$ cat config.mk
export PLATFORM = sky130hd
export DESIGN_NAME = varlat_bus_ctrl
export DESIGN_NICKNAME = d
export VERILOG_FILES = /design/src/rtl/varlat_pkg.sv /design/src/rtl/varlat_sync.sv /design/src/rtl/varlat_ctrl.sv /design/src/rtl/varlat_datapath.sv /design/src/rtl/varlat_bus_ctrl.sv
export SDC_FILE = /design/constraint.sdc
export NUM_CORES = 1
export LEC_CHECK = 0
export ABC_AREA = 1
export BUFFER_PORTS_ARGS = -buffer_cell sky130_fd_sc_hd__buf_2
export CAP_MARGIN = 0
export CORE_ASPECT_RATIO = 1.5
export CORE_MARGIN = 2
export CORE_UTILIZATION = 42
export DETAILED_ROUTE_END_ITERATION = 10
export MAX_ROUTING_LAYER = met4
export PLACE_DENSITY_LB_ADDON = 0.12
export SETUP_SLACK_MARGIN = 0.1
export SLEW_MARGIN = 25
export SYNTH_ARGS = -nofsm -noshare
export SYNTH_HDL_FRONTEND = slang
export SYNTH_SLANG_ARGS = --single-unit
$ cat constraint.sdc
create_clock -name clk -period 3.9 [get_ports clk]
set_input_delay 0.78 -clock clk [delete_from_list [all_inputs] [get_ports clk]]
set_output_delay 0.78 -clock clk [all_outputs]
set_load 0.005 [all_outputs]
$ cat src/rtl/varlat_pkg.sv
package varlat_pkg;

  typedef enum logic [2:0] {
    ST_IDLE,
    ST_LEAD,
    ST_SAMPLE,
    ST_CAPTURE,
    ST_HOLD,
    ST_GAP,
    ST_TAIL
  } busState_t;

  // Strobes from sequencing control to the datapath.
  typedef struct packed {
    logic loadReq;       // latch the request this cycle
    logic csActive;      // chip select asserted
    logic strobeActive;  // beat strobe slot (read or write)
    logic captureRead;   // take bus read data at this edge
    logic nextBeat;      // advance beat index and address at this edge
  } ctrlStrobes_t;

endpackage

$ cat src/rtl/varlat_sync.sv
module varlat_sync #(
  parameter int STAGES = 2
) (
  input  logic clk,
  input  logic rstN,
  input  logic din,
  output logic dout
);

  logic [STAGES-1:0] chain;

  always_ff @(posedge clk) begin
    if (!rstN) chain <= '0;
    else       chain <= {chain[STAGES-2:0], din};
  end

  assign dout = chain[STAGES-1];

endmodule

$ cat src/rtl/varlat_ctrl.sv
module varlat_ctrl
  import varlat_pkg::*;
#(
  parameter int LEN_W       = 4,
  parameter int TIME_W      = 4,
  parameter int LEAD_CYCLES = 2,
  parameter int SAMPLE_FROM = 2,
  parameter int READY_HITS  = 3,
  parameter int SYNC_STAGES = 2
) (
  input  logic              clk,
  input  logic              rstN,
  input  logic              start,
  input  logic [LEN_W-1:0]  burstLenM1,
  input  logic [TIME_W-1:0] strobeMin,
  input  logic [TIME_W-1:0] strobeGap,
  input  logic              rdyAsync,
  output ctrlStrobes_t      ctl,
  output logic              busy,
  output logic              done
);

  localparam int CNT_W = TIME_W + 1;
  localparam int HIT_W = $clog2(READY_HITS + 1);
  localparam int PH_W  = TIME_W;

  busState_t          state;
  logic [PH_W-1:0]    phaseCnt;
  logic [CNT_W-1:0]   strobeCnt;
  logic [HIT_W-1:0]   hitCnt;
  logic [LEN_W-1:0]   beatsLeft;
  logic [TIME_W-1:0]  minLat;
  logic [TIME_W-1:0]  gapLat;
  logic               rdySync;
  logic               sampleHit;
  logic               holdDone;
  logic [CNT_W-1:0]   strobeCntInc;

  varlat_sync #(.STAGES(SYNC_STAGES)) rdySyncInst (
    .clk (clk),
    .rstN(rstN),
    .din (rdyAsync),
    .dout(rdySync)
  );

  assign strobeCntInc = (strobeCnt == '1) ? strobeCnt : strobeCnt + CNT_W'(1);
  assign sampleHit = (state == ST_SAMPLE) && (strobeCnt >= CNT_W'(SAMPLE_FROM)) && rdySync;
  assign holdDone  = strobeCnt >= {1'b0, minLat};

  always_comb begin
    ctl.loadReq      = (state == ST_IDLE) && start;
    ctl.csActive     = (state != ST_IDLE);
    ctl.strobeActive = (state == ST_SAMPLE) || (state == ST_CAPTURE) || (state == ST_HOLD);
    ctl.captureRead  = (state == ST_CAPTURE);
    ctl.nextBeat     = (state == ST_GAP) && (phaseCnt == '0);
  end

  assign busy = (state != ST_IDLE);

  always_ff @(posedge clk) begin
    if (!rstN) begin
      state     <= ST_IDLE;
      phaseCnt  <= '0;
      strobeCnt <= '0;
      hitCnt    <= '0;
      beatsLeft <= '0;
      minLat    <= '0;
      gapLat    <= '0;
      done      <= 1'b0;
    end else begin
      done <= 1'b0;
      case (state)
        ST_IDLE: begin
          if (start) begin
            state     <= ST_LEAD;
            phaseCnt  <= '0;
            beatsLeft <= burstLenM1;
            minLat    <= strobeMin;
            gapLat    <= strobeGap;
          end
        end
        ST_LEAD: begin
          if (phaseCnt == PH_W'(LEAD_CYCLES - 1)) begin
            state     <= ST_SAMPLE;
            strobeCnt <= '0;
            hitCnt    <= '0;
          end else begin
            phaseCnt <= phaseCnt + PH_W'(1);
          end
        end
        ST_SAMPLE: begin
          strobeCnt <= strobeCntInc;
          if (sampleHit) begin
            hitCnt <= hitCnt + HIT_W'(1);
            if (hitCnt == HIT_W'(READY_HITS - 1)) state <= ST_CAPTURE;
          end
        end
        ST_CAPTURE: begin
          strobeCnt <= strobeCntInc;
          state     <= ST_HOLD;
        end
        ST_HOLD: begin
          if (holdDone) begin
            phaseCnt <= '0;
            state    <= (beatsLeft == '0) ? ST_TAIL : ST_GAP;
          end else begin
            strobeCnt <= strobeCntInc;
          end
        end
        ST_GAP: begin
          if (phaseCnt == '0) beatsLeft <= beatsLeft - LEN_W'(1);
          if (phaseCnt >= gapLat) begin
            state     <= ST_SAMPLE;
            strobeCnt <= '0;
            hitCnt    <= '0;
          end else begin
            phaseCnt <= phaseCnt + PH_W'(1);
          end
        end
        ST_TAIL: begin
          state <= ST_IDLE;
          done  <= 1'b1;
        end
        default: state <= ST_IDLE;
      endcase
    end
  end

endmodule

$ cat src/rtl/varlat_datapath.sv
module varlat_datapath
  import varlat_pkg::*;
#(
  parameter int ADDR_W = 26,
  parameter int DATA_W = 32,
  parameter int LEN_W  = 4
) (
  input  logic                   clk,
  input  logic                   rstN,
  input  ctrlStrobes_t           ctl,
  input  logic                   reqRead,
  input  logic [ADDR_W-1:0]      reqAddr,
  input  logic                   reqNoInc,
  input  logic [DATA_W-1:0]      wrData,
  input  logic [DATA_W/8-1:0]    wrMask,
  input  logic [DATA_W-1:0]      busRdData,
  output logic [LEN_W-1:0]       beatIndex,
  output logic [ADDR_W-1:0]      busAddr,
  output logic [DATA_W-1:0]      busWrData,
  output logic [DATA_W/8-1:0]    busBeN,
  output logic                   busOeN,
  output logic                   busWeN,
  output logic [DATA_W-1:0]      rdData,
  output logic                   rdValid
);

  localparam int LANES = DATA_W / 8;

  logic              isRead;
  logic              noInc;
  logic [ADDR_W-1:0] addrReg;
  logic [LEN_W-1:0]  beatIdx;
  logic [DATA_W-1:0] rdDataReg;
  logic              rdValidReg;
  logic              beatMasked;

  always_ff @(posedge clk) begin
    if (!rstN) begin
      isRead     <= 1'b0;
      noInc      <= 1'b0;
      addrReg    <= '0;
      beatIdx    <= '0;
      rdDataReg  <= '0;
      rdValidReg <= 1'b0;
    end else begin
      if (ctl.loadReq) begin
        isRead  <= reqRead;
        noInc   <= reqNoInc;
        addrReg <= reqAddr;
        beatIdx <= '0;
      end else if (ctl.nextBeat) begin
        beatIdx <= beatIdx + LEN_W'(1);
        if (!noInc) addrReg <= addrReg + ADDR_W'(LANES);
      end
      rdValidReg <= ctl.captureRead && isRead;
      if (ctl.captureRead && isRead) rdDataReg <= busRdData;
    end
  end

  assign beatMasked = !isRead && (&wrMask);

  always_comb begin
    busOeN    = !(ctl.strobeActive && isRead);
    busWeN    = !(ctl.strobeActive && !isRead && !beatMasked);
    if (!ctl.csActive) busBeN = '1;
    else if (isRead)   busBeN = '0;
    else               busBeN = wrMask;
    busWrData = wrData;
    busAddr   = addrReg;
    beatIndex = beatIdx;
    rdData    = rdDataReg;
    rdValid   = rdValidReg;
  end

endmodule

$ cat src/rtl/varlat_bus_ctrl.sv
module varlat_bus_ctrl
  import varlat_pkg::*;
#(
  parameter int ADDR_W      = 26,
  parameter int DATA_W      = 32,
  parameter int LEN_W       = 4,
  parameter int TIME_W      = 4,
  parameter int LEAD_CYCLES = 2,
  parameter int SAMPLE_FROM = 2,
  parameter int READY_HITS  = 3,
  parameter int SYNC_STAGES = 2
) (
  input  logic                   clk,
  input  logic                   rstN,
  input  logic                   start,
  input  logic                   reqRead,
  input  logic [ADDR_W-1:0]      reqAddr,
  input  logic [LEN_W-1:0]       reqLenM1,
  input  logic                   reqNoInc,
  input  logic [TIME_W-1:0]      cfgStrobeMin,
  input  logic [TIME_W-1:0]      cfgStrobeGap,
  input  logic [DATA_W-1:0]      wrData,
  input  logic [DATA_W/8-1:0]    wrMask,
  output logic [LEN_W-1:0]       beatIndex,
  input  logic                   busRdy,
  input  logic [DATA_W-1:0]      busRdData,
  output logic                   busCsN,
  output logic                   busOeN,
  output logic                   busWeN,
  output logic [DATA_W/8-1:0]    busBeN,
  output logic [ADDR_W-1:0]      busAddr,
  output logic [DATA_W-1:0]      busWrData,
  output logic [DATA_W-1:0]      rdData,
  output logic                   rdValid,
  output logic                   busy,
  output logic                   done
);

  ctrlStrobes_t ctl;

  varlat_ctrl #(
    .LEN_W      (LEN_W),
    .TIME_W     (TIME_W),
    .LEAD_CYCLES(LEAD_CYCLES),
    .SAMPLE_FROM(SAMPLE_FROM),
    .READY_HITS (READY_HITS),
    .SYNC_STAGES(SYNC_STAGES)
  ) ctrlInst (
    .clk       (clk),
    .rstN      (rstN),
    .start     (start),
    .burstLenM1(reqLenM1),
    .strobeMin (cfgStrobeMin),
    .strobeGap (cfgStrobeGap),
    .rdyAsync  (busRdy),
    .ctl       (ctl),
    .busy      (busy),
    .done      (done)
  );

  varlat_datapath #(
    .ADDR_W(ADDR_W),
    .DATA_W(DATA_W),
    .LEN_W (LEN_W)
  ) dpInst (
    .clk      (clk),
    .rstN     (rstN),
    .ctl      (ctl),
    .reqRead  (reqRead),
    .reqAddr  (reqAddr),
    .reqNoInc (reqNoInc),
    .wrData   (wrData),
    .wrMask   (wrMask),
    .busRdData(busRdData),
    .beatIndex(beatIndex),
    .busAddr  (busAddr),
    .busWrData(busWrData),
    .busBeN   (busBeN),
    .busOeN   (busOeN),
    .busWeN   (busWeN),
    .rdData   (rdData),
    .rdValid  (rdValid)
  );

  assign busCsN = !ctl.csActive;

endmodule

# Word-level counts from Yosys, hierarchy flattened
# Index checks and enable logic that the tools add are counted.
# Widths: inputs -> output; s select.
[word_totals] mem_bits_rw=0 input_bits=112 ff_bits=94 romBits=0 output_inout_bits=104 latch_bits=0 mem_count=0 elab_cells=111
[op_classes] reduce_logical=35 shifts=0 n_mul=0 div_mod_pow=0 n_eq_ne=20 add_sub_neg=6 magnitude_cmp=3 n_bitwise=1 mux=31
[ops] cell="$mux 26" count=3
[ops] cell="$mux 4" count=8
[ops] cell="$add 26x3->26 const B" count=1
[ops] cell="$mux 5" count=4
[ops] cell="$pmux 5 s4" count=1
[ops] cell="$mux 3" count=6
[ops] cell="$pmux 3 s6" count=1
[ops] cell="$ne 2x2->1 const B" count=8
[ops] cell="$pmux 4 s4" count=1
[ops] cell="$reduce_and 4->1" count=3
[ops] cell="$eq 3x3->1 const B" count=3
[ops] cell="$logic_and 1x1->1" count=9
[ops] cell="$add 4x1->4 const B" count=2
[ops] cell="$logic_not 4->1" count=2
[ops] cell="$mux 2" count=4
[ops] cell="$pmux 4 s2" count=1
[ops] cell="$reduce_bool 4->1" count=2
[ops] cell="$eq 3x2->1 const B" count=2
[ops] cell="$ne 2x1->1 const B" count=3
[ops] cell="$pmux 2 s3" count=1
[ops] cell="$reduce_and 6->1" count=1
[ops] cell="$reduce_bool 3->1" count=2
[ops] cell="$add 5x1->5 const B" count=1
[ops] cell="$eq 5x5->1 const B" count=1
[ops] cell="18 further kinds" count=26

# Longest topological paths before layout
# Gate-level depths: netlist (run 1).
[depth] word_depth=6 mapped_depth=13 ltp_nobuf=13

# By module
# From an unflattened synthesis (run 1), not the netlist that was laid out.
[unflattened] hier_cells=756 hier_area_um2=5162.5
[modules_own_cells] module="varlat_datapath" n_inst=1 cells_per_inst=489 area_each_um2=3372.0
[modules_own_cells] module="varlat_ctrl" n_inst=1 cells_per_inst=260 area_each_um2=1731.7
[modules_own_cells] module="varlat_sync" n_inst=1 cells_per_inst=6 area_each_um2=55.1
[modules_own_cells] module="varlat_bus_ctrl" n_inst=1 cells_per_inst=1 area_each_um2=3.8

# Worst setup path before layout (run 1)
# Ideal clock, no wire load.
[synth_timing] path_kind="input-to-output" startpoint="in wrMask[3]" endpoint="out busWeN" t_required_ns=3.120 path_stages=2 t_arrival_ns=0.947 n_path_buf=0 slack_ns=2.173 path_cell_list="nand4_1 > nand3_1"
[synth_between] elab_chain_cells=5
[synth_rtl] item="start, declared" line_no="varlat_bus_ctrl.sv:23" source="input logic [DATA_W/8-1:0] wrMask,"
[synth_rtl] item="$reduce_and 4->1" line_no="varlat_datapath.sv:60" source="assign beatMasked = !isRead && (&wrMask);"
[synth_rtl] item="$logic_and 1x1->1" line_no="varlat_datapath.sv:60"
[synth_rtl] item="$logic_not 1->1" line_no="varlat_datapath.sv:64" source="busWeN = !(ctl.strobeActive && !isRead && !beatMasked);"
[synth_rtl] item="$logic_and 1x1->1" line_no="varlat_datapath.sv:64"
[synth_rtl] item="$logic_not 1->1" line_no="varlat_datapath.sv:64"
[synth_rtl] item="end, declared" line_no="varlat_bus_ctrl.sv:29" source="output logic busWeN,"
# Every way passes these cells.

# Final worst setup path (run 1)
[layout_timing] startpoint="reg ctrlInst.state[0]" endpoint="out busWeN"
[layout_between] elab_chain_cells=6
[layout_rtl] item="start, declared" line_no="varlat_ctrl.sv:27" source="busState_t state;"
[layout_rtl] item="start signal, assigned" line_no="varlat_ctrl.sv:105" source="state <= (beatsLeft == '0) ? ST_TAIL : ST_GAP;"
[layout_rtl] item="$eq 3x2->1" line_no="varlat_ctrl.sv:53" source="ctl.strobeActive = (state == ST_SAMPLE) || (state == ST_CAPTURE) || (state == ST_HOLD);"
[layout_rtl] item="$logic_or 1x1->1" line_no="varlat_ctrl.sv:53"
[layout_rtl] item="$logic_or 1x1->1 (*)" line_no="varlat_ctrl.sv:53"
[layout_rtl] item="$logic_and 1x1->1 (*) (2 in series)" line_no="varlat_datapath.sv:64"
[layout_rtl] item="$logic_not 1->1 (*)" line_no="varlat_datapath.sv:64"
# Mark *: on every way between the ends. The rest lies on a longest branch, timed or not.

==> summary.md, run 1 <==
| Metric | Value |
|---|---|
| Result of the run | completed |
| Routed vias | 5489 |
| Worst min-delay path category | register to register |
| Internal power of the cells | 2.24 mW |
| Number of cells in the finished layout apart from fillers | around 1100 |
| Dpl hpwl | 11.5 mm |
| Layout cells sized above 1 | 0.222 |
| Initial detailed-routing violation count | approximately 240 |
| FF+latch count, synth | 94 |
| Part of the Yosys area used for sequential elements | 0.353 |
| Relative slew slack | 0.381 |
| Crit path cell chain | nor2_1 -> nand2_1 -> nand2_1 -> nand3_1 -> buf_2 |
| Leading cell type in the layout, fill and taps excluded | sky130_fd_sc_hd__nand2_1 |
| Cell area after synthesis | approximately 0.0053 mm² |
| GP Congestion | 0.973 |
| Antenna violations before repair | 2 |
| Switching portion of total power | 0.380 |
| GRT Resource Usage Total | 0.243 |
| Worst Path Max Fanout | 7 |
| Yosys warns | 0 |
| Crit path launch type | register |
| First-pass GRT wire length | roughly 25 mm |
| Die width | 95.9 µm |
| Cell at the root of the clock tree | sky130_fd_sc_hd__clkbuf_16 |
| Data arrival time of the critical path | approximately 1600 ps |
| Minimum period implied by the final worst setup slack | 2360 ps |
| Register-to-register path setup slack | 1700 ps |
| Layout filler cell count | 1291 |
| Worst-case clock buffer depth | 2 |
| Die height | 142 µm |
| Part of the total power dissipated in the clock network | 0.298 |
| Via-per-instance ratio | 5.18 |
| CTS tree | done |
| I/O Buffers | 151 |
| Residual DRC count | 0 |
| TritonCTS sink count | 94 |
| Hold Vio Cnt, Final | 0 |
| Cells after synthesis | a little under 800 |
| Max-cap check violation count | 0 |
| Starting Density | 0.428 |
| Cts hold-fix bufs | 0 |
| Layout-stage area growth over the synthesis result | 18.1% |
| Aggregate negative setup slack | 0 ps |
| Peak Freq | 424 MHz |
| Clock slew seen by the registers of the worst setup and hold paths | around 60 ps |
| Most used cells in the layout excluding fill and tap cells | 206 x sky130_fd_sc_hd__nand2_1, 151 x sky130_fd_sc_hd__buf_2, 94 x sky130_fd_sc_hd__nor2_1, 94 x sky130_fd_sc_hd__dfxtp_1, 74 x sky130_fd_sc_hd__a21oi_1 |
| Ratio of total power to cell area | around 570 mW/mm² |
| Data required time at the worst endpoint | 3120 ps |
| CP Class | register to output pin |
| Net count reported at finish | 1027 |
| Post-synth net total | 922 |
| Residual antenna-violating net count after detailed routing | 0 |
| H-tree depth reported by CTS | 3 |
| Worst voltage drop across the vdd grid | 0.267 mV |
| Setup-violating endpoint count in the final report | 0 |
| Post-CTS setup repair buffer count | 0 |
| Crit end category | output pin |
| Setup repair after global routing missed its margin | no |
| Insertion delay to the later sink of the worst-skew pair | 350 ps |
| Die area | 0.0136 mm² |
| Drt total wl | 15.7 mm |
| Number of optimization iterations in the first detailed-route pass | 4 |
| Number of distinct standard cells referenced by the synthesized netlist | 39 |
| FP Rows | 50 |
| Largest net degree at the start of global routing | 65 |
| Post-detailed-placement cell area | 0.00592 mm² |
| Reported leakage power | 2.78 nW |
| Net load switching power | 1.37 mW |
| Slew at the pin closest to its max-slew limit | 927 ps |
| Placed insts | 1042 |
| Post-Synthesis Mean Instance Area | slightly below 7 µm² |
| Combinational Power Share | 0.343 |
| Final Skew | 6.35 ps |
| Aggregate global routing overflow | 0 |
| Most repeated library cell on the critical path | sky130_fd_sc_hd__nand2_1 |
| # resized after CTS | 0 |
| Power, Total | 3.61 mW |
| Cell area after layout | 0.00629 mm² |
| Number of buffers inserted during clock tree synthesis | 9 |
| Final hold slack | 431 ps |
| Number of global-route vias before repair | about 5400 |
| Average routed wire per standard cell | ~15 µm |
| Final cycle utilization of the critical path | 0.605 |
| Largest incremental delay on the critical path | 410 ps |
| Pins over their slew limit | 0 |
| I/O Pins | 216 |
| Standard cell core area | 0.0124 mm² |
| Sequential group share of total power | 0.358 |
| Slowest stage cell, crit path | sky130_fd_sc_hd__dfxtp_1 |
-- worst max-delay path: cells and delay by family, from the launching register on --
| family | cells | cell delay (ps) |
|---|---|---|
| buffers and inverters | 1 | 140 |
| DFF | 1 | 410 |
| and+or+nand+nor | 4 | 690 |
-- registers in the layout, summed over array words and instances (netlist names) --
register / flops
ctrlInst.state: 3
dpInst.noInc: 1
dpInst.busAddr: 26
ctrlInst.beatsLeft: 4
dpInst.rdValid: 1
ctrlInst.hitCnt: 2
ctrlInst.done: 1
dpInst.isRead: 1
dpInst.beatIndex: 4
ctrlInst.gapLat: 4
ctrlInst.phaseCnt: 4
ctrlInst.strobeCnt: 5
ctrlInst.minLat: 4
dpInst.rdData: 32
ctrlInst.rdySyncInst.chain: 2
-- area by class of cell --
type                    count  area [µm²]  share of cell area
diodes                      2        5.00            0.000796
clock buffers               9         225              0.0358
clock inverters             6         134              0.0213
inverters                  70         270              0.0430
multi-input cells         567        2790               0.444
flip-flops and latches     94        1880               0.299
well taps                 156         195              0.0310
repair buffers            155         786               0.125
-- path summary, 6_finish.rpt --
path | cells after the start | start | endpoint
worst max-delay path | 5 | ctrlInst.state[0] | busWeN
worst max register to register | 9 | dpInst.busAddr[2] | dpInst.busAddr[12]
worst min-delay path | 2 | ctrlInst.rdySyncInst.chain[0] | ctrlInst.rdySyncInst.chain[1]
worst min register to register | 2 | ctrlInst.rdySyncInst.chain[0] | ctrlInst.rdySyncInst.chain[1]
-- stage by stage --
stage                     utilization  setup WS [ps]
after floorplan                     -           2170
after global placement          0.476           1460
after detailed placement        0.476           1440
after CTS                       0.505           1530
after global routing            0.505           1390
final                           0.505           1540
-- cells in the mapped netlist, drive strengths merged --
| cell type | n | area [µm²] |
|---|---|---|
| a211oi | 2 | 15.0 |
| a21oi | 79 | 414 |
| a31oi | 3 | 18.8 |
| and2 | 1 | 6.26 |
| and3 | 1 | 6.26 |
| buf | 44 | 318 |
| clkbuf | 17 | 63.8 |
| clkinv | 1 | 3.75 |
| dfxtp | 94 | 1880 |
| ha | 18 | 225 |
| inv | 69 | 267 |
| nand2 | 210 | 820 |
| nand3 | 69 | 363 |
| nand3b | 2 | 15.0 |
| nand4 | 17 | 113 |
| nor2 | 103 | 442 |
| nor3 | 4 | 20.0 |
| nor3b | 2 | 15.0 |
| o211ai | 7 | 52.6 |
| o21ai | 40 | 200 |
| o21bai | 1 | 7.51 |
| o22ai | 1 | 6.26 |
| or2 | 4 | 25.0 |
| xnor2 | 2 | 17.5 |
| xor2 | 1 | 8.76 |
-- metal layers --
metal  global-route usage  part of all wire  up-vias
met3               0.0382             0.043       32
met1                0.277              0.40     2543
li1                     -                 -     2748
met4                0.108             0.026        0
met5                    -                 0        -
met2                0.414              0.54      166
-- cell families (layout without fill, tap and decap cells) --
kind of cell / count (synthesis) / in the layout / share of synthesized area
other: 0 / 2 / 0
buffers and inverters: 131 / 240 / 0.122
AND/OR/NAND/NOR: 413 / 413 / 0.343
flip-flops: 94 / 94 / 0.353
AO/OA/AOI/OAI: 133 / 133 / 0.134
adder cells (fa/ha/maj): 18 / 18 / 0.0423
XOR/XNOR: 3 / 3 / 0.00494
-- power groups by stage --
stage | registers [mW] | logic (mW) | clock network [mW]
final | 1.29 | 1.24 | 1.08
after global routing | 1.32 | 1.42 | 1.14
after CTS | 1.29 | 1.25 | 1.10
after detailed placement | 1.31 | 1.24 | 0
after global placement | 1.31 | 1.21 | 0
after floorplan | 1.27 | 0.934 | 0
Power figures use the tool's default switching activity.
==> run 2, diff against run 1 <==
==> constraint.sdc (replaced) <==
create_clock -name clk -period 2.3 [get_ports clk]
set_input_delay 0.46 -clock clk [delete_from_list [all_inputs] [get_ports clk]]
set_output_delay 0.46 -clock clk [all_outputs]
set_load 0.005 [all_outputs]
==> summary.md, run 2 (synthesis gave the netlist of run 1 again) <==
| Metric | Value |
|---|---|
| Result of the run | completed |
| H-tree depth reported by CTS | 3 (unchanged) |
| TritonCTS sink count | 94 (unchanged) |
| Register-to-register path setup slack | 440 ps (-1260 ps) |
| Standard cell core area | 0.0124 mm² (unchanged) |
| Cell area after layout | 0.00632 mm² (+0.52%) |
| I/O Pins | 216 (unchanged) |
| Setup-violating endpoint count in the final report | 0 (unchanged) |
| Average routed wire per standard cell | 14.6 µm (-1.7%) |
| Routed vias | 5498 (+0.16%) |
| Worst reg2reg startpoint | ctrlInst.phaseCnt[0] |
| Antenna violations before repair | 0 (-2) |
| Crit path launch type | register |
| Max-cap check violation count | 0 (unchanged) |
| Number of optimization iterations in the first detailed-route pass | 5 (+1) |
| Final cycle utilization of the critical path | 0.891 |
| Crit path from | ctrlInst.state[0] |
| Relative slew slack | 0.571 (+0.190) |
| Aggregate negative setup slack | 0 ps (unchanged) |
| Cts hold-fix bufs | 0 (unchanged) |
| GP Congestion | 0.937 (-3.7%) |
| Capture instance of the worst register-to-register path | ctrlInst.state[2] |
| Slew at the pin closest to its max-slew limit | 642 ps (-284 ps) |
| Flip-flop count of the largest register after layout | 32 (unchanged) |
| Number of cells in the finished layout apart from fillers | 1066 (+0.66%) |
| Hold Vio Cnt, Final | 0 (unchanged) |
| Die width | 95.9 µm (unchanged) |
| Finished Core Util | 0.508 (+0.00261) |
| Residual antenna-violating net count after detailed routing | 0 (unchanged) |
| Pins over their slew limit | 0 (unchanged) |
| CTS tree | done |
| Die height | 142 µm (unchanged) |
| Number of global-route vias before repair | 5406 (+0.46%) |
| Reported leakage power | 2.81 nW (+0.87%) |
| Initial detailed-routing violation count | 267 (+10%) |
| Setup repair after global routing missed its margin | no |
| Via-per-instance ratio | 5.16 (-0.49%) |
| Aggregate global routing overflow | 0 (unchanged) |
| Ratio of total power to cell area | 945 mW/mm² (+65%) |
| Most repeated library cell on the critical path | sky130_fd_sc_hd__nand2_1 |
| Final Skew | 7.08 ps (+0.729 ps) |
| Slowest stage cell, crit path | sky130_fd_sc_hd__dfxtp_1 |
| Most used cells in the layout excluding fill and tap cells | 207 x sky130_fd_sc_hd__nand2_1, 151 x sky130_fd_sc_hd__buf_2, 94 x sky130_fd_sc_hd__nor2_1, 94 x sky130_fd_sc_hd__dfxtp_1, 74 x sky130_fd_sc_hd__a21oi_1 |
| Crit path cell chain | nor2_1 -> nand2_1 -> nand2_1 -> nand3_1 -> buf_2 |
| Die area | 0.0136 mm² (unchanged) |
| Drt total wl | 15.6 mm (-1.0%) |
| Destination of the critical timing path | busWeN |
| FP Rows | 50 (unchanged) |
| Cell at the root of the clock tree | sky130_fd_sc_hd__clkbuf_16 |
| Combined buffer and inverter count along the critical path | 1 (unchanged) |
| Worst voltage drop across the vdd grid | 0.401 mV (+50%) |
| Layout cells sized above 1 | 0.229 (+0.00660) |
| Number of stages on the worst setup path | 5 (unchanged) |
| Placed insts | 1051 (+0.86%) |
| Post-detailed-placement cell area | 0.00600 mm² (+1.4%) |
| GRT Resource Usage Total | 0.239 (-0.00383) |
| I/O Buffers | 151 (unchanged) |
| Minimum period implied by the final worst setup slack | 2050 ps |
| Largest net degree at the start of global routing | 35 (-46%) |
| Post-CTS setup repair buffer count | 0 (unchanged) |
| Number of diodes added for antenna fixing | 0 (-2) |
| Leading cell type in the layout, fill and taps excluded | sky130_fd_sc_hd__nand2_1 |
| Worst R2R Path Depth | 9 (unchanged) |
| Crit end category | output pin |
| First-pass GRT wire length | 25.1 mm (-1.3%) |
| Number of buffers inserted during clock tree synthesis | 9 (unchanged) |
| Largest incremental delay on the critical path | 410 ps (about the same) |
| Data required time at the worst endpoint | 1840 ps (-1280 ps) |
| Power, Total | 5.97 mW (+65%) |
| Insertion delay to the later sink of the worst-skew pair | 340 ps (about the same) |
| Worst Path Max Fanout | 7 (unchanged) |
| Dpl hpwl | 11.6 mm (+0.94%) |
| Data arrival time of the critical path | 1590 ps (about the same) |
| Layout-stage area growth over the synthesis result | 18.8% |
| Worst min-delay path category | input pin to register |
| Starting Density | 0.428 (unchanged) |
| # resized after CTS | 0 (unchanged) |
| Net count reported at finish | 1036 (+0.88%) |
| Worst-case clock buffer depth | 2 (unchanged) |
| Residual DRC count | 0 (unchanged) |
| Delay-heaviest family, CP | simple AND/OR/NAND/NOR gates |
| CP Class | register to output pin |
| Layout filler cell count | 1308 (+1.3%) |
| Peak Freq | 488 MHz |
| Clock slew seen by the registers of the worst setup and hold paths | 70 ps (about the same) |
run 2: changes by cell type in the layout (fill, tap and decap cells not counted):
cell / before / now
sky130_fd_sc_hd__buf_4: 4 / 12
sky130_fd_sc_hd__clkinv_2: 1 / 0
sky130_fd_sc_hd__clkinv_4: 0 / 1
sky130_fd_sc_hd__diode_2: 2 / 0
sky130_fd_sc_hd__inv_6: 2 / 3
sky130_fd_sc_hd__buf_12: 0 / 1
sky130_fd_sc_hd__nand2_2: 1 / 0
sky130_fd_sc_hd__nand2_1: 206 / 207
sky130_fd_sc_hd__clkinvlp_4: 0 / 1
sky130_fd_sc_hd__bufinv_16: 4 / 2
run 2: worst min-delay path by stage:
stage,startpoint,end,slack [ps],cells past startpoint
after global placement,ctrlInst.rdySyncInst.chain[0],ctrlInst.rdySyncInst.chain[1],410,2
final,busRdy,ctrlInst.rdySyncInst.chain[0],300,3
after floorplan,ctrlInst.rdySyncInst.chain[0],ctrlInst.rdySyncInst.chain[1],390,2
after global routing,busRdy,ctrlInst.rdySyncInst.chain[0],310,3
after detailed placement,ctrlInst.rdySyncInst.chain[0],ctrlInst.rdySyncInst.chain[1],430,2
after CTS,busRdy,ctrlInst.rdySyncInst.chain[0],290,3
run 2: stage by stage:
stage	hold WS, ps	worst slack, ps
after global placement	405	514
after global routing	306	132
final	300	250
after CTS	291	221
after floorplan	390	680
after detailed placement	432	483
run 2: final cells by class:
class,count,area [µm²],area share
Clock buffer,9,225,0.0356
Sequential cell,94,1880,0.298
Inverter,70,270,0.0427
Multi-Input combinational cell,567,2790,0.441
Tap cell,156,195,0.0309
Timing Repair Buffer,164,866,0.137
Clock inverter,6,93.8,0.0148
run 2: per-layer routing:
| layer | GRT usage | wire length [µm] |
|---|---|---|
| met4 | 0.111 | 573 |
| met1 | 0.264 | 6080 |
| met3 | 0.0351 | 634 |
| met2 | 0.417 | 8280 |
| met5 | - | 0 |
run 2: tightest hold or removal path, stage by stage:
cell and delay, ps:
sky130_fd_sc_hd__buf_2 70, sky130_fd_sc_hd__nand2_1 40, sky130_fd_sc_hd__inv_1 40
run 2: where the power goes:
part | switching (mW) | internal [mW] | leakage [nW] | total (mW)
clock network | 0.677 | 0.957 | 0.153 | 1.63
registers | 0.297 | 1.89 | 0.764 | 2.19
logic | 1.38 | 0.776 | 1.89 | 2.16
total | 2.35 | 3.62 | 2.81 | 5.97
